File: config.mk
export PLATFORM = sky130hd
export DESIGN_NAME = twg_guard_reg
export DESIGN_NICKNAME = d
export VERILOG_FILES = /design/src/rtl/twg_pkg.sv /design/src/rtl/twg_seq.sv /design/src/rtl/twg_rdbk.sv /design/src/rtl/twg_guard_reg.sv
export SDC_FILE = /design/constraint.sdc
export NUM_CORES = 1
export LEC_CHECK = 0
export ABC_AREA = 0
export BUFFER_PORTS_ARGS = -buffer_cell sky130_fd_sc_hd__buf_2
export CORE_MARGIN = 1.5
export CORE_UTILIZATION = 30
export DETAILED_ROUTE_END_ITERATION = 7
export PLACE_DENSITY_LB_ADDON = 0.3
export SYNTH_ARGS = -nofsm -noshare
export SYNTH_HDL_FRONTEND = slang
export SYNTH_SLANG_ARGS = --single-unit
File: constraint.sdc
create_clock -name clk -period 3.3 [get_ports clk]
set_clock_uncertainty 0.2 [all_clocks]
set_input_delay 0.66 -clock clk [delete_from_list [all_inputs] [get_ports clk]]
set_output_delay 0.66 -clock clk [all_outputs]
set_load 0.05 [all_outputs]
File: src/rtl/twg_pkg.sv
package twg_pkg;
    localparam int ID_W  = 2;
    localparam int CNT_W = 2;
    localparam int FIELD_W = 3 * ID_W;

    typedef enum logic [1:0] {
        ST_IDLE    = 2'd0,
        ST_ONE     = 2'd1,
        ST_TWO     = 2'd2,
        ST_SOFTRST = 2'd3
    } twg_state_e;

    localparam logic [ID_W-1:0] ID_10M   = 2'd0;
    localparam logic [ID_W-1:0] ID_12M8  = 2'd1;
    localparam logic [ID_W-1:0] ID_19M2  = 2'd2;
    localparam logic [ID_W-1:0] ID_20M   = 2'd3;
    localparam logic [ID_W-1:0] ID_RESET = ID_12M8;
endpackage

File: src/rtl/twg_seq.sv
module twg_seq
    import twg_pkg::*;
(
    input  logic            clk,
    input  logic            rst_n,
    input  logic            guard_wr,
    input  logic            other_acc,
    input  logic [ID_W-1:0] wr_id,
    output logic [ID_W-1:0] pend_q,
    output logic [ID_W-1:0] freq_q,
    output logic [CNT_W-1:0] cnt,
    output logic            soft_rst
);
    twg_state_e state_q, state_d;
    logic       commit;

    // next-state decision
    always_comb begin
        state_d = state_q;
        unique case (state_q)
            ST_IDLE: begin
                if (guard_wr) state_d = ST_ONE;
            end
            ST_ONE: begin
                if (other_acc)                   state_d = ST_IDLE;
                else if (guard_wr && wr_id == pend_q) state_d = ST_TWO;
                else if (guard_wr)               state_d = ST_ONE;
            end
            ST_TWO: begin
                if (other_acc)                   state_d = ST_IDLE;
                else if (guard_wr && wr_id == pend_q) state_d = ST_SOFTRST;
                else if (guard_wr)               state_d = ST_ONE;
            end
            ST_SOFTRST: state_d = ST_IDLE;
            default:    state_d = ST_IDLE;
        endcase
    end

    assign commit = (state_d == ST_SOFTRST) && (state_q != ST_SOFTRST);

    // state register
    always_ff @(posedge clk or negedge rst_n) begin
        if (!rst_n) state_q <= ST_IDLE;
        else        state_q <= state_d;
    end

    // pending and committed codes
    always_ff @(posedge clk or negedge rst_n) begin
        if (!rst_n) begin
            pend_q <= ID_RESET;
            freq_q <= ID_RESET;
        end else begin
            if (guard_wr && state_q != ST_SOFTRST) pend_q <= wr_id;
            if (commit)                            freq_q <= wr_id;
        end
    end

    // outputs
    always_comb begin
        soft_rst = 1'b0;
        cnt      = '0;
        unique case (state_q)
            ST_IDLE:    cnt = 2'd0;
            ST_ONE:     cnt = 2'd1;
            ST_TWO:     cnt = 2'd2;
            ST_SOFTRST: begin
                cnt      = 2'd3;
                soft_rst = 1'b1;
            end
            default:    cnt = 2'd0;
        endcase
    end
endmodule

File: src/rtl/twg_rdbk.sv
module twg_rdbk
    import twg_pkg::*;
#(
    parameter int DATA_W = 8
) (
    input  logic             rd_sel,
    input  logic [ID_W-1:0]  freq,
    input  logic [CNT_W-1:0] cnt,
    input  logic [ID_W-1:0]  pend,
    output logic [DATA_W-1:0] rdata
);
    logic [FIELD_W-1:0] fields;
    assign fields = {pend, cnt, freq};

    generate
        if (DATA_W > FIELD_W) begin : g_pad
            assign rdata = rd_sel ? {{(DATA_W-FIELD_W){1'b0}}, fields} : '0;
        end else begin : g_trim
            assign rdata = rd_sel ? fields[DATA_W-1:0] : '0;
        end
    endgenerate
endmodule

File: src/rtl/twg_guard_reg.sv
module twg_guard_reg
    import twg_pkg::*;
#(
    parameter int ADDR_W = 8,
    parameter int DATA_W = 8,
    parameter logic [ADDR_W-1:0] GUARD_ADDR = 8'h3C
) (
    input  logic              clk,
    input  logic              rst_n,
    input  logic [ADDR_W-1:0] addr,
    input  logic              wr_en,
    input  logic              rd_en,
    input  logic [DATA_W-1:0] wdata,
    output logic [DATA_W-1:0] rdata,
    output logic [ID_W-1:0]   freq_id,
    output logic              soft_rst
);
    logic              hit, guard_wr, other_acc, rd_sel;
    logic [ID_W-1:0]   pend_id;
    logic [CNT_W-1:0]  seq_cnt;
    logic              unused_wdata;

    assign hit       = (addr == GUARD_ADDR);
    assign guard_wr  = wr_en & hit;
    assign other_acc = (wr_en | rd_en) & ~hit;
    assign rd_sel    = rd_en & hit;
    assign unused_wdata = ^wdata[DATA_W-1:ID_W];

    twg_seq u_seq (
        .clk       (clk),
        .rst_n     (rst_n),
        .guard_wr  (guard_wr),
        .other_acc (other_acc),
        .wr_id     (wdata[ID_W-1:0]),
        .pend_q    (pend_id),
        .freq_q    (freq_id),
        .cnt       (seq_cnt),
        .soft_rst  (soft_rst)
    );

    twg_rdbk #(.DATA_W(DATA_W)) u_rdbk (
        .rd_sel (rd_sel),
        .freq   (freq_id),
        .cnt    (seq_cnt),
        .pend   (pend_id),
        .rdata  (rdata)
    );
endmodule

[Word level (Yosys, flattened, before mapping)]
Cells that the tools add are included.
Cells by class
  eq/ne operators: 7
  multiplexer cells: 9
  bitwise operators: 5
  reduce and logical (&&, ||, !) cells: 4
Operators by type and width (count)
  case mux 2 bit (4 select lines): 2
  2-to-1 mux 2 bit: 5
  equality test 8 x 6 -> 1 bit (second input constant): 1
  equality test 2 bit (second input constant): 3
  2-to-1 mux 6 bit: 1
  AND 1 bit: 3
  logical AND 1 bit: 3
  equality test 2 x 1 -> 1 bit (second input constant): 1
  equality test 2 bit: 1
  zero test 2 bit: 1
  != test 2 bit (second input constant): 1
  2-to-1 mux 1 bit: 1
  inverter 1 bit: 1
  OR 1 bit: 1
Storage, ports and cells
  bits in registers: 6
  output and inout bits: 11

[Depth between registers and ports, before layout]
Gate-level depths: netlist (run 1).
  depth after elaboration: 8
  gate-level depth with buffers: 5
  gate-level depth less buffers: 4

[By module]
From an unflattened synthesis (run 1), not the netlist that was laid out.
Second synthesis, totals
  cell total of the unflattened synthesis: 41
  area, all modules: 416.6 µm²
By module, submodules not included
  twg_seq: times used 1, cells an instance 25, area each 311.5 µm², sequential area each 152.6 µm²
  twg_rdbk: times used 1, cells an instance 9, area each 56.3 µm², sequential area each 0.0 µm²
  twg_guard_reg: times used 1, cells an instance 7, area each 48.8 µm², sequential area each 0.0 µm²

[Worst setup path before layout (run 1)]
No wires, ideal clock.
  kind: input to output
  start: input addr[0]
  end: output rdata[0]
  arrival time: 1751 ps
  required time: 2440 ps
  path slack: 689 ps
  stages on the path: 4
  buffers on the path: 1
  cells stage by stage: nand4bb_4 > nor4_4 > buf_4 > and3_1
Between the ends
  word-level cells in the longest chain between the ends: 3
RTL lines
  start: declaration: line twg_guard_reg.sv:10  | input logic [ADDR_W-1:0] addr,
  equality test 8 x 6 -> 1 bit: line twg_guard_reg.sv:23  | assign hit = (addr == GUARD_ADDR);
  AND 1 bit: line twg_guard_reg.sv:26  | assign rd_sel = rd_en & hit;
  2-to-1 mux 6 bit: line twg_rdbk.sv:17  | assign rdata = rd_sel ? {{(DATA_W-FIELD_W){1'b0}}, fields} : '0;
  end: declaration: line twg_guard_reg.sv:14  | output logic [DATA_W-1:0] rdata,
Every way passes these cells.

[Worst setup path in the final report (run 1)]
  start: input addr[0]
  end: output rdata[5]
Same word-level chain as after synthesis.

==> impl_results.md, run 1 <==
- Status: finished, final reports clean
- Worst Path Required: 2.44 ns
- Crit share post-route: 81.5%
- WP data arrival: 1.83 ns
- Switch Pwr: 0.0000433 W
- Metal3 WL: 56 um
- Clock latency on the worst-skew pair: 0.24 ns
- Pwr/cell area: 308 nW/um^2
- Detail Placement HPWL: 695 um
- Pleak: 0.340 nW
- Iteration-0 DRC count of the detailed router: 9
- First-pass GRT wire length: 1360 um
- Startpoint Class: input port
- Overall Power: 0.000176 W
- Dpl ws: 0.610 ns
- Pint: 0.000132 W
- Min-Delay Path Class: input port to async pin
- Post-synth EDFFs: 0
- Post-synthesis instance total: 40
- Seq/Total Area, Yosys: 35.8%
- Fmax: 372 MHz
- R2r setup slk: 1.59 ns
- CTS tree: built
- Seq cells post-synth: 6
- H-tree lvl count: 1
- Clock Path Buffers: 2
- CP Capture Type: output port
- Die area: 1660 sq um
- Initial Util: 32.4%
- Switching Share: 24.7%
- Max-Cap Viols: 0
- CP max FO: 7
- Critical path type: input port to output port
- Reg power frac: 44.2%
- Mean post-synth cell area: 10.7 sq um
- Final hold vios: 0
- Chip width: 40.7 um
- Setup ws final: 0.611 ns
- Post-route DRC: 0
- CTS Sinks: 6
- Nets: 86
- Power share of the clock group: 40.8%
- Initial antenna violation count: 0
- Yosys warning count: 0
- Share of post-route cells with drive strength above 1: 46.2%
- Area growth syn-to-layout: 33.7%
- Number of CTS-inserted buffers: 3
- Diode count: 0
- DR WL/cell: 10.6 um
- Post-CTS setup-driven buffer insertion count: 0
- TNS Setup: 0 ns
- GRT Total Usage: 12.7%
- CTS clk-pin slew, worst paths: 0.05 ns
- Total gr overflow: 0
- Tmin final: 2.69 ns
- Most frequent cells in the layout: buf_2 (22), and3_1 (6), mux2_1 (4), dfrtp_1 (4), clkbuf_4 (3)
- Drt via density: 4.74
- Max Used Layer: met3
- Die Ht: 40.7 um
- Top_reg_cell synth: dfrtp_1
- PortBufs: 22
- Worst VDD drop: 258 uV
- Core area: 1320 sq um
- CTS root buffer: clkbuf_4
- WL met2: 420 um
- RSZ-0062 raised after global routing: no
- Largest net degree at the start of global routing: 9
- WL met1: 367 um
- RePlAce Congestion: 0.766
- Hold Buf Count CTS: 0
- Commonest non-fill, non-tap cell in the layout: buf_2
- WL final: 845 um
- Post-cts sizing count: 0
- Row cnt: 13
- Setup-failing EPs final: 0
- Post-route ant nets: 0
- Vias: 379
- Synth cell types: 21
- Combinational share of power: 15.0%
- Design area: 571 sq um
- Asr flop ratio synth: 100%
- Pins Over Slew Limit: 0
- FILL cells: 136
- Placed Area: 544 sq um
- Drt first pass iters: 4
- Vias in the first global route: 307
- Netlist Area Pre-Place: 427 sq um
- Num ports: 31
cell usage after synthesis, drive strengths merged (2+ instances only):
library cell | n | area share [%]
and3 | 6 | 8.8
buf | 3 | 5.3
dfrtp | 4 | 23
dfstp | 2 | 12
inv | 2 | 1.8
mux2 | 4 | 11
nand3 | 2 | 2.3
nor2b | 2 | 2.9
o211ai | 2 | 3.5
xor2 | 2 | 4.1
power groups by stage:
stage	registers (W)	logic (W)	clock network [W]
finish	0.0000776	0.0000264	0.0000717
global route	0.0000778	0.0000294	0.0000803
CTS	0.0000776	0.0000267	0.0000747
detailed placement	0.0000787	0.0000267	0
global placement	0.0000786	0.0000265	0
floorplan	0.0000783	0.0000149	0
cells by family after synthesis:
kind of cell	count (synthesis)	share of synthesized area [%]
AO/OA/AOI/OAI	4	7.62
XOR/XNOR	2	4.11
buffers and inverters	5	7.04
flip-flops	6	35.8
multiplexers	4	10.6
other	1	0.879
AND/OR/NAND/NOR	18	34.0
layer usage:
| metal | vias up | GRT usage, % |
|---|---|---|
| li1 | 191 | - |
| met1 | 175 | 18.6 |
| met2 | 13 | 16.3 |
| met3 | 0 | 6.52 |
| met4 | 0 | 2.50 |
| met5 | - | 0 |
worst max-delay path, stage by stage:
cell	delay, ns
buf_2	0.10
nand4bb_4	0.22
nor4_4	0.38
and3_1	0.21
buf_2	0.26
layout make-up:
cell class	count	area [sq um]	area share (%)
clock buffer	4	26.3	4.61
inverter	2	7.51	1.32
timing repair buffer	23	118	20.6
tap	15	18.8	3.29
multi-input combinational	30	248	43.4
sequential	6	153	26.8
state kept, by name, summed over array words and instances, names as in the netlist:
register and cells:
u_seq.pend_q 2, u_seq.state_q 2, u_seq.freq_q 2
worst paths after layout:
kind / from / end / cells past startpoint
worst max-delay path: addr[0] / rdata[5] / 5
min in group clk: u_seq.freq_q[1] / u_seq.freq_q[1] / 1
worst max register to register: u_seq.pend_q[0] / u_seq.freq_q[1] / 4
worst min-delay path: rst_n / u_seq.freq_q[1] / 1
max in group asynchronous: rst_n / u_seq.pend_q[0] / 1
worst min register to register: u_seq.freq_q[1] / u_seq.freq_q[1] / 1
metrics by stage:
step	hold slack, ns	cells	utilization [%]
after floorplan	0.164	41	-
after global placement	0.282	76	41.3
after detailed placement	0.289	76	41.3
after CTS	0.0284	80	43.3
after global routing	0.0261	80	43.3
final	0.0316	80	43.3
No activity file was read; power rests on OpenSTA's default activity.
==> inputs of run 2 (changes only) <==
==> constraint.sdc (replaced) <==
create_clock -name clk -period 2.23 [get_ports clk]
set_clock_uncertainty 0.2 [all_clocks]
set_input_delay 0.446 -clock clk [delete_from_list [all_inputs] [get_ports clk]]
set_output_delay 0.446 -clock clk [all_outputs]
set_load 0.05 [all_outputs]
==> impl_results.md, run 2 (synthesized netlist as in run 1, its figures left out) <==
- Chip width: 40.7 um (unchanged)
- Area growth syn-to-layout: 41.3% (was 33.7%)
- Crit share post-route: 97.3%
- WP data arrival: 1.52 ns (was 1.83 ns)
- CP Capture Type: output port (unchanged)
- CTS Sinks: 6 (unchanged)
- PortBufs: 22 (unchanged)
- Core area: 1320 sq um (unchanged)
- CTS root buffer: clkbuf_4 (unchanged)
- Design area: 603 sq um (was 571 sq um)
- Regs by FF count: u_seq.freq_q (2), u_seq.pend_q (2), u_seq.state_q (2) (unchanged)
- FF-to-FF End: u_seq.freq_q[1] (unchanged)
- Post-route ant nets: 0 (unchanged)
- WL final: 913 um (was 845 um)
- Most frequent cells in the layout: buf_2 (16), clkbuf_4 (9), and3_1 (6) (was buf_2 (22), and3_1 (6), mux2_1 (4), dfrtp_1 (4), clkbuf_4 (3))
- Nets: 88 (was 86)
- Setup-failing EPs final: 0 (unchanged)
- Final hold vios: 0 (unchanged)
- Drt first pass iters: 4 (unchanged)
- Status: finished, final reports clean (unchanged)
- Share of post-route cells with drive strength above 1: 46.3% (was 46.2%)
- Worst VDD drop: 307 uV (was 258 uV)
- Register Area: 153 sq um (unchanged)
- Total gr overflow: 0 (unchanged)
- DR WL/cell: 11.1 um (was 10.6 um)
- Drt via density: 4.78 (was 4.74)
- Iteration-0 DRC count of the detailed router: 6 (was 9)
- Final hold slack: 0.254 ns (was 0.0316 ns)
- Max-Cap Viols: 0 (unchanged)
- RR Startpoint: u_seq.pend_q[0] (unchanged)
- Startpoint Class: input port (unchanged)
- Worst Path Required: 1.58 ns (was 2.44 ns)
- Placed Area: 552 sq um (was 544 sq um)
- Inst Count DP: 77 (was 76)
- Hold depth: 2
- Vias: 392 (was 379)
- Initial Util: 32.4% (unchanged)
- Row cnt: 13 (unchanged)
- RSZ-0062 raised after global routing: no (unchanged)
- Diode count: 0 (unchanged)
- Clock latency on the worst-skew pair: 0.24 ns (about the same)
- CTS tree: built (unchanged)
- H-tree lvl count: 1 (unchanged)
- Num ports: 31 (unchanged)
- Post-route DRC: 0 (unchanged)
- First-pass GRT wire length: 1520 um (was 1360 um)
- Footprint of the multi-input gates: 248 sq um (unchanged)
- Die area: 1660 sq um (unchanged)
- Detail Placement HPWL: 715 um (was 695 um)
- Clock Path Buffers: 2 (unchanged)
- Pleak: 0.345 nW (was 0.340 nW)
- Pins Over Slew Limit: 0 (unchanged)
- Number of CTS-inserted buffers: 3 (unchanged)
- Critical path type: input port to output port (unchanged)
- Initial antenna violation count: 0 (unchanged)
- CP Cell Sequence: buf_2 > nand4bb_4 > nor4_4 > buf_4 > and3_1 > clkbuf_4 (was buf_2 > nand4bb_4 > nor4_4 > and3_1 > buf_2)
- CP max FO: 7 (unchanged)
- Tmin final: 2.17 ns
- Setup ws final: 0.0610 ns (was 0.611 ns)
- GRT Total Usage: 14.4% (was 12.7%)
- CTS clk-pin slew, worst paths: 0.04 ns (was 0.05 ns)
- FILL cells: 135 (was 136)
- Commonest non-fill, non-tap cell in the layout: buf_2 (unchanged)
- Vias in the first global route: 347 (was 307)
- CP max-delay cell: nand4bb_4 (was nor4_4)
- Hold Crit Endpoint: u_seq.pend_q[0]
- Reg2Reg Depth: 4 (unchanged)
- Bufs and invs on worst path: 3 (was 2)
- Min-Delay Path Class: input port to register (was input port to async pin)
- R2r setup slk: 0.51 ns (was 1.59 ns)
- RePlAce Congestion: 0.771 (was 0.766)
- CP top delay family: simple AND/OR/NAND/NOR gates (unchanged)
- Worst Hold Launch: wdata[0]
- Non-Filler Instances: 82 (was 80)
- Fmax: 461 MHz
- Pwr/cell area: 438 nW/um^2 (was 308 nW/um^2)
- Die Ht: 40.7 um (unchanged)
- Largest net degree at the start of global routing: 9 (unchanged)
- TNS Setup: 0 ns (unchanged)
- Max incr delay on CP: 0.22 ns (was 0.38 ns)
- Dpl ws: 0.0266 ns (was 0.610 ns)
## run 2: cell types whose count changed in the layout (fill, tap and decap cells not counted)
cell / previous run / this run
buf_2: 22 / 16
buf_4: 1 / 2
dlygate4sd3_1: 0 / 1
clkbuf_4: 3 / 9
## run 2: worst reg2reg max path: stages (launching register included)
cell	delay, ns
dfstp_2	0.54
xor2_1	0.07
nor2_1	0.19
and4_1	0.27
mux2_1	0.33
## run 2: how the worst max path moves through the flow
stage          endpoint     from  depth (start not counted)
2_1_floorplan  rdata[0]  addr[0]                          4
3_3_place_gp   rdata[5]  addr[0]                          6
3_5_place_dp   rdata[0]  addr[0]                          6
4_1_cts        rdata[5]  addr[0]                          6
5_1_grt        rdata[3]  addr[0]                          6
6_report       rdata[0]  addr[0]                          6
## run 2: final cells by class
type	instances	share of cell area (%)
clock buffer	4	4.36
inverter	2	1.24
multi-input combinational	30	41.1
sequential	6	25.3
tap	15	3.11
timing repair buffer	25	24.9
## run 2: repair_timing
item                       CTS  global route
resized for setup            0             6
hold buffers                 1             0
setup endpoints to repair    0             6
hold endpoints to repair     4             0
buffers inserted             0             0
## run 2: metrics by stage
| step | utilization [%] | total power [W] |
|---|---|---|
| 2_1_floorplan | - | 0.000138 |
| 3_3_place_gp | 41.9 | 0.000156 |
| 3_5_place_dp | 41.9 | 0.000156 |
| 4_1_cts | 44.6 | 0.000269 |
| 5_1_grt | 45.8 | 0.000281 |
| 6_report | 45.8 | 0.000264 |
## run 2: report_power, final
part           internal (W)  switching [W]  leakage, nW   total, W
logic             0.0000168      0.0000238        0.254  0.0000405
registers          0.000113     0.00000250       0.0758   0.000115
clock network     0.0000679      0.0000406       0.0150   0.000109
## run 2: metal layers
metal	GRT usage (%)	wire length, um	vias up
met5	0	0	-
met3	6.52	57	2
li1	-	-	201
met1	19.3	403	177
met2	19.0	439	12
met4	7.50	12	0
==> inputs of run 3 (changes only) <==
--- a/config.mk
+++ b/config.mk
@@ -10,7 +10,7 @@
 export CORE_MARGIN = 1.5
 export CORE_UTILIZATION = 30
 export DETAILED_ROUTE_END_ITERATION = 7
-export PLACE_DENSITY_LB_ADDON = 0.3
+export PLACE_DENSITY = 0.7
 export SYNTH_ARGS = -nofsm -noshare
 export SYNTH_HDL_FRONTEND = slang
 export SYNTH_SLANG_ARGS = --single-unit
==> impl_results.md, run 3 (synthesized netlist as in run 1, its figures left out) <==
- Register Area: 153 sq um (unchanged)
- Inst Count DP: 77 (unchanged)
- CTS clk-pin slew, worst paths: 0.04 ns (about the same)
- PortBufs: 22 (unchanged)
- Status: finished, final reports clean (unchanged)
- TNS Setup: 0 ns (unchanged)
- Pwr/cell area: 434 nW/um^2 (was 438 nW/um^2)
- Chip width: 40.7 um (unchanged)
- CTS tree: built (unchanged)
- WL final: 885 um (was 913 um)
- FF-to-FF End: u_seq.freq_q[1] (unchanged)
- Worst VDD drop: 259 uV (was 307 uV)
- Vias: 386 (was 392)
- Post-route ant nets: 0 (unchanged)
- RR Startpoint: u_seq.pend_q[0] (unchanged)
- Reg2Reg Depth: 4 (unchanged)
- Critical path type: input port to output port (unchanged)
- Crit share post-route: 97.0% (was 97.3%)
- Hold Crit Endpoint: u_seq.pend_q[0] (unchanged)
- Max-Cap Viols: 0 (unchanged)
- CP max-delay cell: nand4bb_4 (unchanged)
- Drt first pass iters: 4 (unchanged)
- Clock latency on the worst-skew pair: 0.24 ns (about the same)
- Area growth syn-to-layout: 41.3% (unchanged)
- Pleak: 0.348 nW (was 0.345 nW)
- Worst Path Required: 1.58 ns (about the same)
- Post-route DRC: 0 (unchanged)
- R2r setup slk: 0.50 ns (was 0.51 ns)
- Post-CTS setup-driven buffer insertion count: 0 (unchanged)
- CP Capture Type: output port (unchanged)
- CP top delay family: simple AND/OR/NAND/NOR gates (unchanged)
- Num ports: 31 (unchanged)
- Max incr delay on CP: 0.22 ns (about the same)
- Row cnt: 13 (unchanged)
- Total gr overflow: 0 (unchanged)
- Worst Hold Launch: wdata[0] (unchanged)
- Hold depth: 2 (unchanged)
- RePlAce Congestion: 0.701 (was 0.771)
- Drt via density: 4.71 (was 4.78)
- Fmax: 462 MHz (was 461 MHz)
- Setup-failing EPs final: 0 (unchanged)
- Footprint of the multi-input gates: 248 sq um (unchanged)
- FILL cells: 134 (was 135)
- Share of post-route cells with drive strength above 1: 46.3% (unchanged)
- Detail Placement HPWL: 729 um (was 715 um)
- CP Cell Sequence: buf_2 > nand4bb_4 > nor4_4 > buf_4 > and3_1 > clkbuf_4 (unchanged)
- Tmin final: 2.16 ns (was 2.17 ns)
- Startpoint Class: input port (unchanged)
- Die Ht: 40.7 um (unchanged)
- Iteration-0 DRC count of the detailed router: 5 (was 6)
- First-pass GRT wire length: 1240 um (was 1520 um)
- Largest net degree at the start of global routing: 9 (unchanged)
- Final hold vios: 0 (unchanged)
- Vias in the first global route: 325 (was 347)
- CTS Sinks: 6 (unchanged)
- Clock Path Buffers: 2 (unchanged)
- Initial Util: 32.4% (unchanged)
- RSZ-0062 raised after global routing: no (unchanged)
- Diode count: 0 (unchanged)
- Commonest non-fill, non-tap cell in the layout: buf_2 (unchanged)
- Bufs and invs on worst path: 3 (unchanged)
- Most frequent cells in the layout: buf_2 (16), and3_1 (6), buf_4 (6) (was buf_2 (16), clkbuf_4 (9), and3_1 (6))
- Number of CTS-inserted buffers: 3 (unchanged)
- Min-Delay Path Class: input port to register (unchanged)
- Regs by FF count: u_seq.freq_q (2), u_seq.pend_q (2), u_seq.state_q (2) (unchanged)
- WP data arrival: 1.52 ns (about the same)
- CTS root buffer: clkbuf_4 (unchanged)
- GRT Total Usage: 11.9% (was 14.4%)
- H-tree lvl count: 1 (unchanged)
- Non-Filler Instances: 82 (unchanged)
- Core area: 1320 sq um (unchanged)
- Nets: 88 (unchanged)
- Die area: 1660 sq um (unchanged)
- CP max FO: 8 (was 7)
- Pins Over Slew Limit: 0 (unchanged)
- Initial antenna violation count: 0 (unchanged)
- DR WL/cell: 10.8 um (was 11.1 um)
[run 3: changes by cell type in the layout (fill, tap and decap cells not counted)]
cell / previous run / this run
buf_4: 2 / 6
clkbuf_4: 9 / 5
[run 3: per-stage QoR]
step           instance area [sq um]  power, W  util (%)  hold WS (ns)  worst slack, ns
2_1_floorplan                    430  0.000138         -       -0.0496           0.0468
3_3_place_gp                     552  0.000155      41.9        0.0687           0.0297
3_5_place_dp                     552  0.000156      41.9        0.0711           0.0162
4_1_cts                          588  0.000268      44.6         0.258           0.0117
5_1_grt                          603  0.000281      45.8         0.267          0.00162
6_report                         603  0.000262      45.8         0.265           0.0668
[run 3: per-layer routing]
layer / global-route usage [%] / part of all wire [%] / vias to the layer above
met5: 0 / 0 / -
met4: 10.0 / 0 / 0
met3: 1.63 / 7.2 / 0
met2: 21.4 / 53 / 14
met1: 12.0 / 39 / 177
li1: - / - / 195
[run 3: worst max-delay path by stage]
stage                        from  cells after the start  endpoint
after floorplan           addr[0]                      4  rdata[0]
after global placement    addr[0]                      6  rdata[5]
after detailed placement  addr[0]                      6  rdata[2]
after CTS                 addr[0]                      6  rdata[2]
after global routing      addr[0]                      6  rdata[4]
final                     addr[0]                      6  rdata[4]
[run 3: timing repair]
action | CTS | global route
hold endpoints to repair | 4 | 0
setup endpoints to repair | 0 | 6
gates resized for setup | 0 | 10
hold buffers | 1 | 0
[run 3: power by group]
part	internal [W]	switching, W
clock	0.0000677	0.0000385
combinational	0.0000168	0.0000237
sequential	0.000113	0.00000230
total	0.000197	0.0000645
[run 3: cell type report]
cell class | instances | share of cell area (%)
clock buffers | 4 | 4.36
repair buffers | 25 | 24.9
inverters | 2 | 1.24
flip-flops and latches | 6 | 25.3
well taps | 15 | 3.11
multi-input cells | 30 | 41.1
